--- config.mk ---
export PLATFORM = sky130hd
export DESIGN_NAME = pinmux_gpio_ctrl
export DESIGN_NICKNAME = d
export VERILOG_FILES = /design/src/rtl/pinmux_gpio_pkg.sv /design/src/rtl/pinmux_cfg_regs.sv /design/src/rtl/pinmux_in_sampler.sv /design/src/rtl/pinmux_evt_status.sv /design/src/rtl/pinmux_pad_mux.sv /design/src/rtl/pinmux_gpio_ctrl.sv
export SDC_FILE = /design/constraint.sdc
export NUM_CORES = 1
export LEC_CHECK = 0
export CAP_MARGIN = 20
export CORE_AREA = 2 2 72 109
export DETAILED_ROUTE_END_ITERATION = 10
export DIE_AREA = 0 0 74 111
export PLACE_DENSITY = 0.75
export SYNTH_ARGS = -nofsm -noshare
export SYNTH_HDL_FRONTEND = slang
export SYNTH_SLANG_ARGS = --single-unit
--- constraint.sdc ---
create_clock -name clk -period 1.2 [get_ports clk]
set_input_delay 0.24 -clock clk [delete_from_list [all_inputs] [get_ports clk]]
set_output_delay 0.24 -clock clk [all_outputs]
set_load 0.1 [all_outputs]
--- src/rtl/pinmux_gpio_pkg.sv ---
package pinmux_gpio_pkg;

  localparam int ADDR_W = 6;

  localparam logic [ADDR_W-1:0] OFF_GPIO_ON  = 6'h00;
  localparam logic [ADDR_W-1:0] OFF_GPIO_OFF = 6'h04;
  localparam logic [ADDR_W-1:0] OFF_SEL_A    = 6'h08;
  localparam logic [ADDR_W-1:0] OFF_SEL_B    = 6'h0C;
  localparam logic [ADDR_W-1:0] OFF_DRV_ON   = 6'h10;
  localparam logic [ADDR_W-1:0] OFF_DRV_OFF  = 6'h14;
  localparam logic [ADDR_W-1:0] OFF_LVL_HI   = 6'h18;
  localparam logic [ADDR_W-1:0] OFF_LVL_LO   = 6'h1C;
  localparam logic [ADDR_W-1:0] OFF_PIN_LVL  = 6'h20;
  localparam logic [ADDR_W-1:0] OFF_IRQ_ON   = 6'h24;
  localparam logic [ADDR_W-1:0] OFF_IRQ_OFF  = 6'h28;
  localparam logic [ADDR_W-1:0] OFF_EVT      = 6'h2C;

  typedef struct packed {
    logic val;
    logic en;
  } pad_drv_t;

  // Chooses the source that drives one pad.
  function automatic pad_drv_t pick_drive(input logic gpio_mode, input logic use_b,
                                          input pad_drv_t gpio_d, input pad_drv_t pa_d,
                                          input pad_drv_t pb_d);
    if (gpio_mode) return gpio_d;
    if (use_b)     return pb_d;
    return pa_d;
  endfunction

endpackage

--- src/rtl/pinmux_cfg_regs.sv ---
module pinmux_cfg_regs
  import pinmux_gpio_pkg::*;
#(
  parameter int NUM_PINS = 8,
  parameter logic [NUM_PINS-1:0] PERIPH_A_PINS = '1,
  parameter logic [NUM_PINS-1:0] PERIPH_B_PINS = '1
) (
  input  logic                clk,
  input  logic                rst_n,
  input  logic                wr,
  input  logic [ADDR_W-1:0]   addr,
  input  logic [NUM_PINS-1:0] wdata,
  output logic [NUM_PINS-1:0] gpio_mode,
  output logic [NUM_PINS-1:0] use_b,
  output logic [NUM_PINS-1:0] drv_en,
  output logic [NUM_PINS-1:0] drv_val,
  output logic [NUM_PINS-1:0] irq_mask
);

  localparam logic [NUM_PINS-1:0] ALL_PINS  = '1;
  localparam logic [NUM_PINS-1:0] CAN_MUX   = PERIPH_A_PINS;
  localparam logic [NUM_PINS-1:0] CAN_SEL_B = PERIPH_A_PINS & PERIPH_B_PINS;

  function automatic logic [NUM_PINS-1:0] bits_set(input logic [NUM_PINS-1:0] cur,
                                                   input logic [NUM_PINS-1:0] req,
                                                   input logic [NUM_PINS-1:0] allow);
    return cur | (req & allow);
  endfunction

  function automatic logic [NUM_PINS-1:0] bits_clr(input logic [NUM_PINS-1:0] cur,
                                                   input logic [NUM_PINS-1:0] req,
                                                   input logic [NUM_PINS-1:0] allow);
    return cur & ~(req & allow);
  endfunction

  always_ff @(posedge clk) begin
    if (!rst_n) begin
      gpio_mode <= ALL_PINS;
      use_b     <= '0;
      drv_en    <= '0;
      drv_val   <= '0;
      irq_mask  <= '0;
    end else if (wr) begin
      case (addr)
        OFF_GPIO_ON:  gpio_mode <= bits_set(gpio_mode, wdata, ALL_PINS);
        OFF_GPIO_OFF: gpio_mode <= bits_clr(gpio_mode, wdata, CAN_MUX);
        OFF_SEL_A:    use_b     <= bits_clr(use_b, wdata, ALL_PINS);
        OFF_SEL_B:    use_b     <= bits_set(use_b, wdata, CAN_SEL_B);
        OFF_DRV_ON:   drv_en    <= bits_set(drv_en, wdata, ALL_PINS);
        OFF_DRV_OFF:  drv_en    <= bits_clr(drv_en, wdata, ALL_PINS);
        OFF_LVL_HI:   drv_val   <= bits_set(drv_val, wdata, ALL_PINS);
        OFF_LVL_LO:   drv_val   <= bits_clr(drv_val, wdata, ALL_PINS);
        OFF_IRQ_ON:   irq_mask  <= bits_set(irq_mask, wdata, ALL_PINS);
        OFF_IRQ_OFF:  irq_mask  <= bits_clr(irq_mask, wdata, ALL_PINS);
        default: ;
      endcase
    end
  end


  gpio_only_kept_chk: assert property (@(posedge clk) disable iff (!rst_n)
    (wr && addr == OFF_GPIO_OFF) |=> ((gpio_mode & ~CAN_MUX) == $past(gpio_mode & ~CAN_MUX)));


  no_b_kept_chk: assert property (@(posedge clk) disable iff (!rst_n)
    (wr && addr == OFF_SEL_B) |=> ((use_b & ~CAN_SEL_B) == $past(use_b & ~CAN_SEL_B)));


  level_set_lands_chk: assert property (@(posedge clk) disable iff (!rst_n)
    (wr && addr == OFF_LVL_HI) |=> ((drv_val & $past(wdata)) == $past(wdata)));

endmodule

--- src/rtl/pinmux_in_sampler.sv ---
module pinmux_in_sampler #(
  parameter int NUM_PINS = 8
) (
  input  logic                clk,
  input  logic                rst_n,
  input  logic                ctl_en,
  input  logic [NUM_PINS-1:0] pad_in,
  output logic [NUM_PINS-1:0] level,
  output logic [NUM_PINS-1:0] change_evt
);

  logic [NUM_PINS-1:0] sync_q1;
  logic [NUM_PINS-1:0] sync_q2;
  logic [NUM_PINS-1:0] prev_q;

  always_ff @(posedge clk) begin
    if (!rst_n) begin
      sync_q1 <= '0;
      sync_q2 <= '0;
      prev_q  <= '0;
    end else if (ctl_en) begin
      sync_q1 <= pad_in;
      sync_q2 <= sync_q1;
      prev_q  <= sync_q2;
    end
  end

  assign level      = sync_q2;
  assign change_evt = ctl_en ? (sync_q2 ^ prev_q) : '0;


  frozen_samples_chk: assert property (@(posedge clk) disable iff (!rst_n)
    !ctl_en |=> ($stable(sync_q2) && $stable(prev_q)));

endmodule

--- src/rtl/pinmux_evt_status.sv ---
module pinmux_evt_status #(
  parameter int NUM_PINS = 8
) (
  input  logic                clk,
  input  logic                rst_n,
  input  logic                ctl_en,
  input  logic [NUM_PINS-1:0] change_evt,
  input  logic                rd_clear,
  output logic [NUM_PINS-1:0] status
);

  logic [NUM_PINS-1:0] kept;

  assign kept = rd_clear ? '0 : status;

  always_ff @(posedge clk) begin
    if (!rst_n) status <= '0;
    else        status <= kept | change_evt;
  end


  evt_latched_chk: assert property (@(posedge clk) disable iff (!rst_n)
    (change_evt != '0) |=> ((status & $past(change_evt)) == $past(change_evt)));


  read_clears_chk: assert property (@(posedge clk) disable iff (!rst_n)
    (rd_clear && change_evt == '0) |=> (status == '0));


  quiet_when_gated_chk: assert property (@(posedge clk) disable iff (!rst_n)
    !ctl_en |-> (change_evt == '0));

endmodule

--- src/rtl/pinmux_pad_mux.sv ---
module pinmux_pad_mux
  import pinmux_gpio_pkg::*;
#(
  parameter int NUM_PINS = 8,
  parameter logic [NUM_PINS-1:0] PERIPH_A_PINS = '1,
  parameter logic [NUM_PINS-1:0] PERIPH_B_PINS = '1
) (
  input  logic [NUM_PINS-1:0] gpio_mode,
  input  logic [NUM_PINS-1:0] use_b,
  input  logic [NUM_PINS-1:0] drv_en,
  input  logic [NUM_PINS-1:0] drv_val,
  input  logic [NUM_PINS-1:0] pa_out,
  input  logic [NUM_PINS-1:0] pa_oe,
  input  logic [NUM_PINS-1:0] pb_out,
  input  logic [NUM_PINS-1:0] pb_oe,
  output logic [NUM_PINS-1:0] pad_out,
  output logic [NUM_PINS-1:0] pad_oe
);

  for (genvar p = 0; p < NUM_PINS; p++) begin : g_pin
    localparam bit MUXED = PERIPH_A_PINS[p];
    localparam bit HAS_B = PERIPH_A_PINS[p] & PERIPH_B_PINS[p];
    pad_drv_t drv;
    assign drv = pick_drive(gpio_mode[p] | !MUXED, use_b[p] & HAS_B,
                            '{val: drv_val[p], en: drv_en[p]},
                            '{val: pa_out[p],  en: pa_oe[p]},
                            '{val: pb_out[p],  en: pb_oe[p]});
    assign pad_out[p] = drv.val;
    assign pad_oe[p]  = drv.en;
  end

endmodule

--- src/rtl/pinmux_gpio_ctrl.sv ---
module pinmux_gpio_ctrl
  import pinmux_gpio_pkg::*;
#(
  parameter int NUM_PINS = 8,
  parameter logic [NUM_PINS-1:0] PERIPH_A_PINS = 8'hF6,
  parameter logic [NUM_PINS-1:0] PERIPH_B_PINS = 8'hCC
) (
  input  logic                clk,
  input  logic                rst_n,
  input  logic                ctl_clk_en,
  input  logic                bus_wr,
  input  logic                bus_rd,
  input  logic [ADDR_W-1:0]   bus_addr,
  input  logic [NUM_PINS-1:0] bus_wdata,
  output logic [NUM_PINS-1:0] bus_rdata,
  input  logic [NUM_PINS-1:0] pad_in,
  output logic [NUM_PINS-1:0] pad_out,
  output logic [NUM_PINS-1:0] pad_oe,
  input  logic [NUM_PINS-1:0] pa_out,
  input  logic [NUM_PINS-1:0] pa_oe,
  input  logic [NUM_PINS-1:0] pb_out,
  input  logic [NUM_PINS-1:0] pb_oe,
  output logic                irq
);

  logic [NUM_PINS-1:0] gpio_mode, use_b, drv_en, drv_val, irq_mask;
  logic [NUM_PINS-1:0] level, change_evt, status;
  logic                evt_read;

  assign evt_read = bus_rd && (bus_addr == OFF_EVT);

  pinmux_cfg_regs #(
    .NUM_PINS(NUM_PINS), .PERIPH_A_PINS(PERIPH_A_PINS), .PERIPH_B_PINS(PERIPH_B_PINS)
  ) u_cfg (
    .clk(clk), .rst_n(rst_n), .wr(bus_wr), .addr(bus_addr), .wdata(bus_wdata),
    .gpio_mode(gpio_mode), .use_b(use_b), .drv_en(drv_en), .drv_val(drv_val),
    .irq_mask(irq_mask)
  );

  pinmux_in_sampler #(.NUM_PINS(NUM_PINS)) u_sampler (
    .clk(clk), .rst_n(rst_n), .ctl_en(ctl_clk_en), .pad_in(pad_in),
    .level(level), .change_evt(change_evt)
  );

  pinmux_evt_status #(.NUM_PINS(NUM_PINS)) u_status (
    .clk(clk), .rst_n(rst_n), .ctl_en(ctl_clk_en), .change_evt(change_evt),
    .rd_clear(evt_read), .status(status)
  );

  pinmux_pad_mux #(
    .NUM_PINS(NUM_PINS), .PERIPH_A_PINS(PERIPH_A_PINS), .PERIPH_B_PINS(PERIPH_B_PINS)
  ) u_mux (
    .gpio_mode(gpio_mode), .use_b(use_b), .drv_en(drv_en), .drv_val(drv_val),
    .pa_out(pa_out), .pa_oe(pa_oe), .pb_out(pb_out), .pb_oe(pb_oe),
    .pad_out(pad_out), .pad_oe(pad_oe)
  );

  always_comb begin
    bus_rdata = '0;
    if (bus_rd) begin
      if (bus_addr == OFF_PIN_LVL)  bus_rdata = level;
      else if (bus_addr == OFF_EVT) bus_rdata = status;
    end
  end

  assign irq = ctl_clk_en & (|(status & irq_mask));


  irq_needs_status_chk: assert property (@(posedge clk) disable iff (!rst_n)
    irq |-> (status != '0));

endmodule

# ---- Word-level counts from Yosys, hierarchy flattened
# Index checks and enable logic that the tools add are counted.
dict set report op_classes {
  n_eq_ne 11
  mux 46
  n_bitwise 16
  reduce_logical 13
}
# operator n
set ops {}
lappend ops {{8-bit case mux with 2 select lines} 5}
lappend ops {{8-bit AND} 6}
lappend ops {{8-bit bitwise OR} 6}
lappend ops {{2-bit two-way mux} 21}
lappend ops {{8-bit two-way mux} 5}
lappend ops {{6-bit by 5-bit == test with 1-bit output (second input constant)} 4}
lappend ops {{6-bit == test (second input constant)} 4}
lappend ops {{8-bit inverter} 2}
lappend ops {{1-bit two-way mux} 15}
lappend ops {{6-bit by 4-bit == test with 1-bit output (second input constant)} 2}
lappend ops {{2-bit AND reduction} 5}
lappend ops {{2-bit nonzero test} 5}
lappend ops {{8-bit OR reduction} 1}
lappend ops {{8-bit bitwise XOR} 1}
lappend ops {{6-bit by 3-bit == test with 1-bit output (second input constant)} 1}
lappend ops {{6-bit zero test} 1}
lappend ops {{1-bit AND} 1}
lappend ops {{1-bit logical AND} 1}
dict set report totals {
  register_bits 72
  in_bits 59
  output_inout_bits 25
  elab_cells 95
}

# ---- Logic depth before layout (Yosys ltp)
# Gate-level depths: netlist (run 1).
dict set report depth {
  depth_word 4
  depth_mapped 5
  depth_no_buf 3
}

# ---- By module
# A second synthesis (run 1) with hierarchy kept.
dict set report hier_totals {
  hier_cells 357
  area_unflattened_um2 3504.6
}
# module n_inst cells_each area_per_inst_um2 seq_area_each_um2
set by_module_without_submodules {}
lappend by_module_without_submodules {pinmux_cfg_regs 1 173 1681.6 800.8}
lappend by_module_without_submodules {pinmux_in_sampler 1 94 1073.5 480.5}
lappend by_module_without_submodules {pinmux_evt_status 1 25 275.3 160.2}
lappend by_module_without_submodules {pinmux_gpio_ctrl 1 37 264.0 0.0}
lappend by_module_without_submodules {pinmux_pad_mux 1 28 210.2 0.0}

# ---- Worst setup path after synthesis (run 1)
# Ideal clock, no wire load.
dict set report synth_path {
  path_kind {register to output}
  startpoint {register (tool-made name)}
  endpoint {output pad_oe[2]}
  t_arrival_ps 2542
  required_ps 960
  slack_ps -1582
  path_stages_with_launch 3
  path_buffers 0
  cell_sequence {dfxtp_1 mux2i_1 o21ai_0}
}
# item line_no
set synth_lines {}
lappend synth_lines {{end, declared} pinmux_gpio_ctrl.sv:18} ;# output logic [NUM_PINS-1:0] pad_oe,

==> impl.org, run 1 <==
** Power
- Power spread over the standard cell area amounts to 1100 nW/um^2.
- Of the total power, combinational logic draws 11.9%.
- Switching share of total power :: 23.6%
- Clock network fraction of design power :: 49.0%
- Part of the power in registers :: 39.1%
- Net switching power :: 1.35 mW
- VDD sags by at most 734 uV.
- Static Leakage :: 2.10 nW
- Internal power comes to 4.35 mW.

** STA
- The count of final hold-check violations came to 0.
- Derived from the worst setup path, the maximum achievable clock frequency is 0.663 GHz.
- Final hold slack :: 0.454 ns
- Final critical-path required period :: 1.51 ns
- Setup violations remaining at the end of the flow were counted as 21.
- For the pin with the worst max-slew slack, the measured transition is 0.271 ns.
- Between clock sinks in the finished design, the worst skew comes to 0.00332 ns.
- Tcrit/Tclk final :: 126%
- In the post-route analysis, the smallest setup slack over all paths is -0.308 ns.
- Worst-case headroom to the max-slew limit :: 81.8%
- Setup repair after global routing could not meet its margin everywhere.
- The max-slew violation count was 0.

** Cells and area
- For this run, the post-layout net count is 500.
- Antenna fix cells :: 0
- In the layout the commonest cells are 51 x dfxtp_1, 48 x buf_4, 44 x mux2i_1, 34 x nand2_1, 34 x clkdlybuf4s50_1.
- Area of the multi-input gates :: 1950 um^2
- After filler insertion, the fill cell instance count of the layout stands at 497.
- Excluding fillers, the count of instances in the completed layout stands at 548.
- The library cell used most frequently in the layout, excluding fill and tap cells, is dfxtp_1.
- Fraction of layout instances using a drive strength above 1 :: 40.1%
- Summing all flip-flop and latch instances after layout gives 1340 um^2.
- Post-synthesis to final-layout area growth :: 66.0%
- Post-layout utilization of the core :: 70.4%

** Global route
- Via count of the first global-routing pass :: 3,105
- Global routing consumed, over all layers together, 23.0% of the routing resources.
- Antenna violations before repair :: 0
- The first global-routing pass estimated 14,600 um of wire.
- Global routing finished with a remaining overflow of 0.
- Pin count of the biggest net entering global routing :: 20

** Clock tree
- CTS placed an instance of clkbuf_16 at the clock tree root.
- H-tree depth reported by CTS :: 3
- Clock latency of the later-clocked register in the worst-skew pair :: 0.33 ns
- After clock tree synthesis, the clock-pin slew on the worst setup and hold paths is 0.06 ns.
- In this run, post-CTS hold repair placed 0 buffers.
- Largest buffer count on any clock path :: 2
- Clock tree synthesis found a total of 65 sinks.
- TritonCTS clock tree :: done
- Counting the buffers created by CTS gives 9.

** Worst setup path
- Slowest cell on the critical path :: dfxtp_2
- Startpoint class of the critical path :: register
- Max stage delay on crit path :: 0.32 ns
- Critical path required time :: 0.96 ns
- The critical path goes through a22oi_2 > a41oi_4 > buf_12.
- The number of cells on the worst reg-to-reg path is 4.
- STA classifies the critical path endpoint as an output pin.
- Crit path kind :: register to output pin
- The critical path runs through a total of 3 cells.
- Maximum fanout count along the critical path :: 2
- Data arrives at the worst endpoint at 1.27 ns.
- Worst path buffer plus inverter count :: 1
- The cell family contributing the most delay on the critical path is compound AO/OA/AOI/OAI gates.

** Min path
- Worst min-delay path class :: input pin to register
- Along the worst hold path, the cell count comes to 4.

** Synthesis
- Net count after synthesis :: 391
- The synthesized netlist devotes 17.2% of its cell area to compound gates.
- Average instance area after synthesis :: 9.41 um^2
- Post-synthesis register bit count :: 65
- Mux cell area share after synthesis :: 17.9%
- Summing the areas of all xor and xnor instances in the mapped netlist gives 2.24% of the synthesized area.
- Combined area of all synthesized cells :: 3120 um^2
- Post-synthesis share of cell area spent on and, or, nand and nor gates :: 15.7%
- Part of the Yosys area used for sequential elements :: 41.6%
- In the synthesized netlist the dominant register cell turns out to be dfxtp_1.
- Count of flip-flops with a built-in enable after synthesis :: 0
- Adder-cell share of the synthesized area :: 0%
- Combinational family with the most area after synthesis :: multiplexers
- Yosys printed 0 warnings.
- Fraction of registers with async set or reset after synthesis :: 0%
- Counting distinct cell types in the post-synthesis netlist gives 34.
- Synthesis produced a netlist whose cell count is 332.

** Routing
- Wire length after detailed routing :: 8970 um
- After detailed routing, the number of remaining DRC violations is 0.
- Number of design-rule violations left by the first detailed-router iteration :: 136
- Dividing the detail-routed via count by the number of cells gives 5.51.
- First-pass DRT Iterations :: 7
- Via count of the routed design :: 3,019
- Mean routed wirelength per cell :: 16.4 um
- Number of nets with antenna violations after detailed routing :: 0

** Placement
- Routability cong. :: 0.863
- Half-perimeter wire length after detailed placement :: 5950 um
- Count of buffers from port buffering :: 69
- Prior to clock tree synthesis, the placed netlist has a worst setup slack of -0.845 ns.
- After detailed placement, the design holds a cell count of 524.

** Die
- For this configuration, the core starts out at a cell density of 42.4%.
- Total number of placement rows :: 39
- In this run the horizontal extent of the chip is 74 um.
- IO Pins :: 84
- Die Y-Extent :: 111 um
- Area enclosed by the die boundary :: 8210 um^2
- The core region is 7370 um^2.

** Run status
- The run finished, with violations left.
- Violated checks :: setup timing

** Run
- Number of max-capacitance violations reported :: 0
## stage by stage
| step | power (mW) | setup TNS, ns | cell area [um^2] |
|---|---|---|---|
| final | 5.69 | -5.29 | 5180 |
| after detailed placement | 2.89 | -41.51 | 4590 |
| after floorplan | 2.56 | -3.90 | 3320 |
| after global routing | 5.87 | -6.01 | 5180 |
| after CTS | 5.71 | -5.46 | 5130 |
| after global placement | 2.88 | -39.25 | 4590 |
## power by group through the flow
stage	clock (mW)	combinational (mW)	sequential, mW
after floorplan	0	0.289	2.27
after global placement	0	0.602	2.28
after detailed placement	0	0.614	2.28
after CTS	2.83	0.654	2.23
after global routing	2.92	0.719	2.23
final	2.79	0.679	2.23
## worst paths after layout
path	slack, ns	from	endpoint
max	-0.31	register	irq
min	0.45	ctl_clk_en	u_status.status[3]
max reg2reg	0.28	u_sampler.level[7]	u_status.status[7]
min reg2reg	0.46	register	register
## timing repair
action                     in CTS  in global routing
setup buffers                   5                  1
gates resized for setup        81                 23
pin swaps                      21                 10
cloned                          2                  0
setup endpoints to repair      62                 32
## worst reg2reg max path, cell delays in order (launching register included)
cell,delay (ns)
dfxtp_1,0.35
buf_4,0.13
xor2_1,0.14
nand2_1,0.07
a21oi_1,0.16
## cells by family (layout without fill, tap and decap cells)
logic type             count (synthesis)  after routing
AO/OA/AOI/OAI                         72             72
multiplexers                          55             55
XOR/XNOR                               8              8
AND/OR/NAND/NOR                      100            101
flip-flops                            65             65
buffers and inverters                 32            145
## Yosys cell counts, drive strengths merged (2+ instances only)
| cell type | instances | area, um^2 |
|---|---|---|
| dfxtp | 65 | 1300 |
| mux2i | 49 | 490 |
| nand2 | 34 | 128 |
| nor2 | 33 | 124 |
| o21ai | 22 | 110 |
| nand3 | 20 | 105 |
| clkbuf | 15 | 56.3 |
| a311oi | 14 | 173 |
| buf | 14 | 100 |
| a22oi | 12 | 90.1 |
| a41oi | 9 | 78.8 |
| a21oi | 8 | 40.0 |
| xor2 | 8 | 70.1 |
| a31oi | 6 | 37.5 |
| mux2 | 6 | 67.6 |
| inv | 3 | 11.3 |
| and4bb | 2 | 25.0 |
| nor2b | 2 | 12.5 |
## layout make-up
class	instances	area share, %
multi-input combinational	236	37.7
sequential	65	25.8
inverter	3	0.265
timing repair buffer	126	27.7
tap	102	2.46
clock inverter	7	1.83
clock buffer	9	4.34
## routing by layer
metal	share of wire (%)	wire, um	global-route usage (%)
met1	37	3320	25.5
met2	53	4780	39.6
met3	5.5	498	3.82
met4	4.2	379	13.7
met5	0	0	0
Note: power is estimated with default switching activity, not from simulation.
==> run 2: changes to the inputs <==
Settings changed: CORE_AREA 2 2 72 109 to 2 2 69 104, DIE_AREA 0 0 74 111 to 0 0 71 106, PLACE_DENSITY 0.75 to 0.78.
Clock period 1.2 ns to 1.6 ns, I/O delays scaled along.
==> run 2 against run 1 <==
Effect of this change: the flow still finishes with violations (setup timing); utilization increased by 0.87 points; hold slack improved by 0.0098 ns; via count decreased by 4.3%; routed wire length decreased by 9.4%; final area decreased by 7.8%; critical path type is now input pin to output pin; critical endpoint is now bus_rdata[6]; highest routed layer unchanged.
==> impl.org, run 2 (synthesis gave the netlist of run 1 again) <==
** Run status
- Outcome :: finished, violations left
- The final reports fail on setup timing.

** Routing
- After detailed routing, the number of vias per cell comes to 5.74.
- After the first detailed-routing iteration, the DRC count stood at 169.
- For this run, design rule violations remaining after detail routing come to 0.
- In the final routed layout, each cell accounts on average for 16.2 um.
- Wire length after detailed routing :: 8130 um
- Once detail routing completed, the nets flagged for antenna violations numbered 0.
- Via count of the routed design :: 2,888
- The first TritonRoute pass finished after 5 iterations.

** Global route
- The via count of the first global-routing pass is 2,760.
- Global-route wire length before repair :: 12,900 um
- Antenna violations before repair :: 0
- Global routing finished with a remaining overflow of 0.
- Entering global routing, the biggest net connects 33 pins.
- For this run, the total global-route usage over all layers was measured as 21.6%.

** STA
- Headroom to the max-slew limit came out at 75.9%.
- In the post-route analysis, the smallest setup slack over all paths is -0.0478 ns.
- At the pin with the least slew margin, the transition time is 0.358 ns.
- Setup violations, final :: 8
- The max-slew violation count came to 0.
- Clock tree skew after final layout :: 0.00756 ns
- Derived from the worst setup path, the maximum achievable clock frequency is 0.607 GHz.
- Count of endpoints failing hold in the final timing report :: 0
- Final hold slack :: 0.464 ns
- Counting I/O delays and the setup requirement, the final critical path takes 1.65 ns.
- Tcrit/Tclk final :: 103%
- Setup repair after global routing could not meet its margin everywhere.

** Clock tree
- TritonCTS built the clock tree.
- In this run, CTS created clock tree buffers numbering 9.
- Clock root buffer :: clkbuf_8
- Clock transition at the register clock pins on the worst setup and hold paths after CTS :: 0.07 ns
- Clock latency of the later-clocked register in the worst-skew pair :: 0.35 ns
- Counting along the longest clock path gives a buffer depth of 2.
- In this run the number of H-tree levels came out at 3.
- In this run, post-CTS hold repair placed 0 buffers.
- The clock drives 65 sinks.

** Cells and area
- Compared with the post-synthesis result, the final layout area differs by 53.1%.
- Post-layout net count :: 479
- The top cell types in the final layout, fill and taps aside, are 50 x dfxtp_1, 47 x mux2i_1, 34 x nand2_1, 32 x clkdlybuf4s50_1, 29 x buf_4.
- Fraction of layout instances using a drive strength above 1 :: 34.6%
- The library cell used most frequently in the layout, excluding fill and tap cells, is dfxtp_1.
- Post-layout utilization of the core :: 71.2%
- Antenna fix cells :: 0
- Number of inserted filler cells in the final layout :: 461
- The finished cells cover 4780 um^2.

** Power
- Pint :: 2.76 mW
- In this run the power spent charging and discharging nets is 0.917 mW.
- Worst voltage drop across the vdd grid :: 464 uV
- Power density over cell area :: 769 nW/um^2
- Power share of the combinational group :: 12.5%
- Clock network fraction of design power :: 41.9%
- Static Leakage :: 1.94 nW
- Net switching is 24.9% of the power.
- Per report_power, the sequential group accounts for 45.6% of the total.

** Die
- In this run the horizontal extent of the chip is 71 um.
- Core region area :: 6710 um^2
- Area enclosed by the die boundary :: 7530 um^2
- The initial utilization of the core area, before any placement, comes to 46.5%.
- The floorplan has 37 rows.
- IO Pins :: 84
- The floorplan step set the die height to 106 um.

** Placement
- Count of buffers from port buffering :: 69
- Half-perimeter wire length after detailed placement :: 5720 um
- At the end of routability-driven placement, the weighted congestion stood at 0.817.
- Post-detailed-placement cell area :: 4400 um^2

** Worst setup path
- Grouping stages by cell kind, the critical path spends the most delay in buffers and inverters.
- Along the worst path, the maximum fanout reaches 4.
- Critical path data arrival time :: 1.33 ns
- Critical path required time :: 1.28 ns
- Element type at the critical path end :: output pin
- Slack of the worst reg-to-reg path :: 0.68 ns
- The critical path in this run is classified as input pin to output pin.
- In this design, the stage delay of the slowest critical-path cell is 0.24 ns.
- The number of buffers and inverters on the critical path is 4.
- The worst setup path is launched from an input pin.
- The largest individual stage delay along the critical path comes from the cell and4bb_2.
- Walking the worst path, the cells encountered are buf_8 > buf_6 > and4bb_2 > buf_4 > a22oi_2 > nor2_4 > buf_12.

** Run
- The tool flagged a number of max-cap violations equal to 0.

** Min path
- The path class of the tightest hold or removal check is register to register.
## run 2: worst paths after layout
path | from | to | depth (start not counted)
setup / recovery | bus_addr[3] | bus_rdata[6] | 7
hold / removal | register | register | 2
setup reg to reg | u_sampler.level[4] | u_status.status[4] | 3
hold reg to reg | register | register | 2
## run 2: what timing repair did
action | 4_1_cts | 5_1_grt
setup endpoints to repair | 23 | 16
pin swaps | 17 | 13
hold endpoints to repair | 0 | 0
setup buffers | 4 | 0
cloned | 2 | 0
resized for setup | 48 | 25
## run 2: final cells by class
type | count | area [um^2] | share of cell area [%]
sequential | 65 | 1320 | 27.7
tap | 78 | 97.6 | 2.04
multi-input combinational | 235 | 1840 | 38.4
clock inverter | 6 | 92.6 | 1.94
timing repair buffer | 106 | 1290 | 27.1
clock buffer | 10 | 128 | 2.67
inverter | 3 | 11.3 | 0.235
## run 2: metrics by stage
| stage | TNS, ns | setup WS (ns) | std cells | power [mW] |
|---|---|---|---|---|
| 6_report | -0.237 | -0.0478 | 503 | 3.68 |
| 5_1_grt | -0.527 | -0.0686 | 503 | 3.81 |
| 2_1_floorplan | -1.10 | -0.139 | 332 | 1.91 |
| 4_1_cts | -0.936 | -0.130 | 504 | 3.70 |
| 3_3_place_gp | -14.56 | -0.436 | 482 | 2.14 |
| 3_5_place_dp | -16.78 | -0.485 | 482 | 2.15 |
## run 2: tightest hold or removal path: stages, from the launching register on
cell and delay, ns:
dfxtp_1 0.31, nand2_1 0.05, mux2i_1 0.05
## run 2: power by group through the flow
stage               Combinational [mW]  Sequential, mW  Clock [mW]
finish                           0.459            1.68        1.54
global route                     0.491            1.68        1.64
CTS                              0.454            1.68        1.56
detailed placement               0.437            1.71           0
global placement                 0.427            1.71           0
floorplan                        0.207            1.70           0
## run 2: routing by layer
metal  up-vias  global-route usage [%]  wire length [um]
met3        11                    5.50               437
met5         -                       0                 0
met4         0                    8.89               112
li1       1384                       -                 -
met2       108                    38.8              4450
met1      1385                    23.7              3130
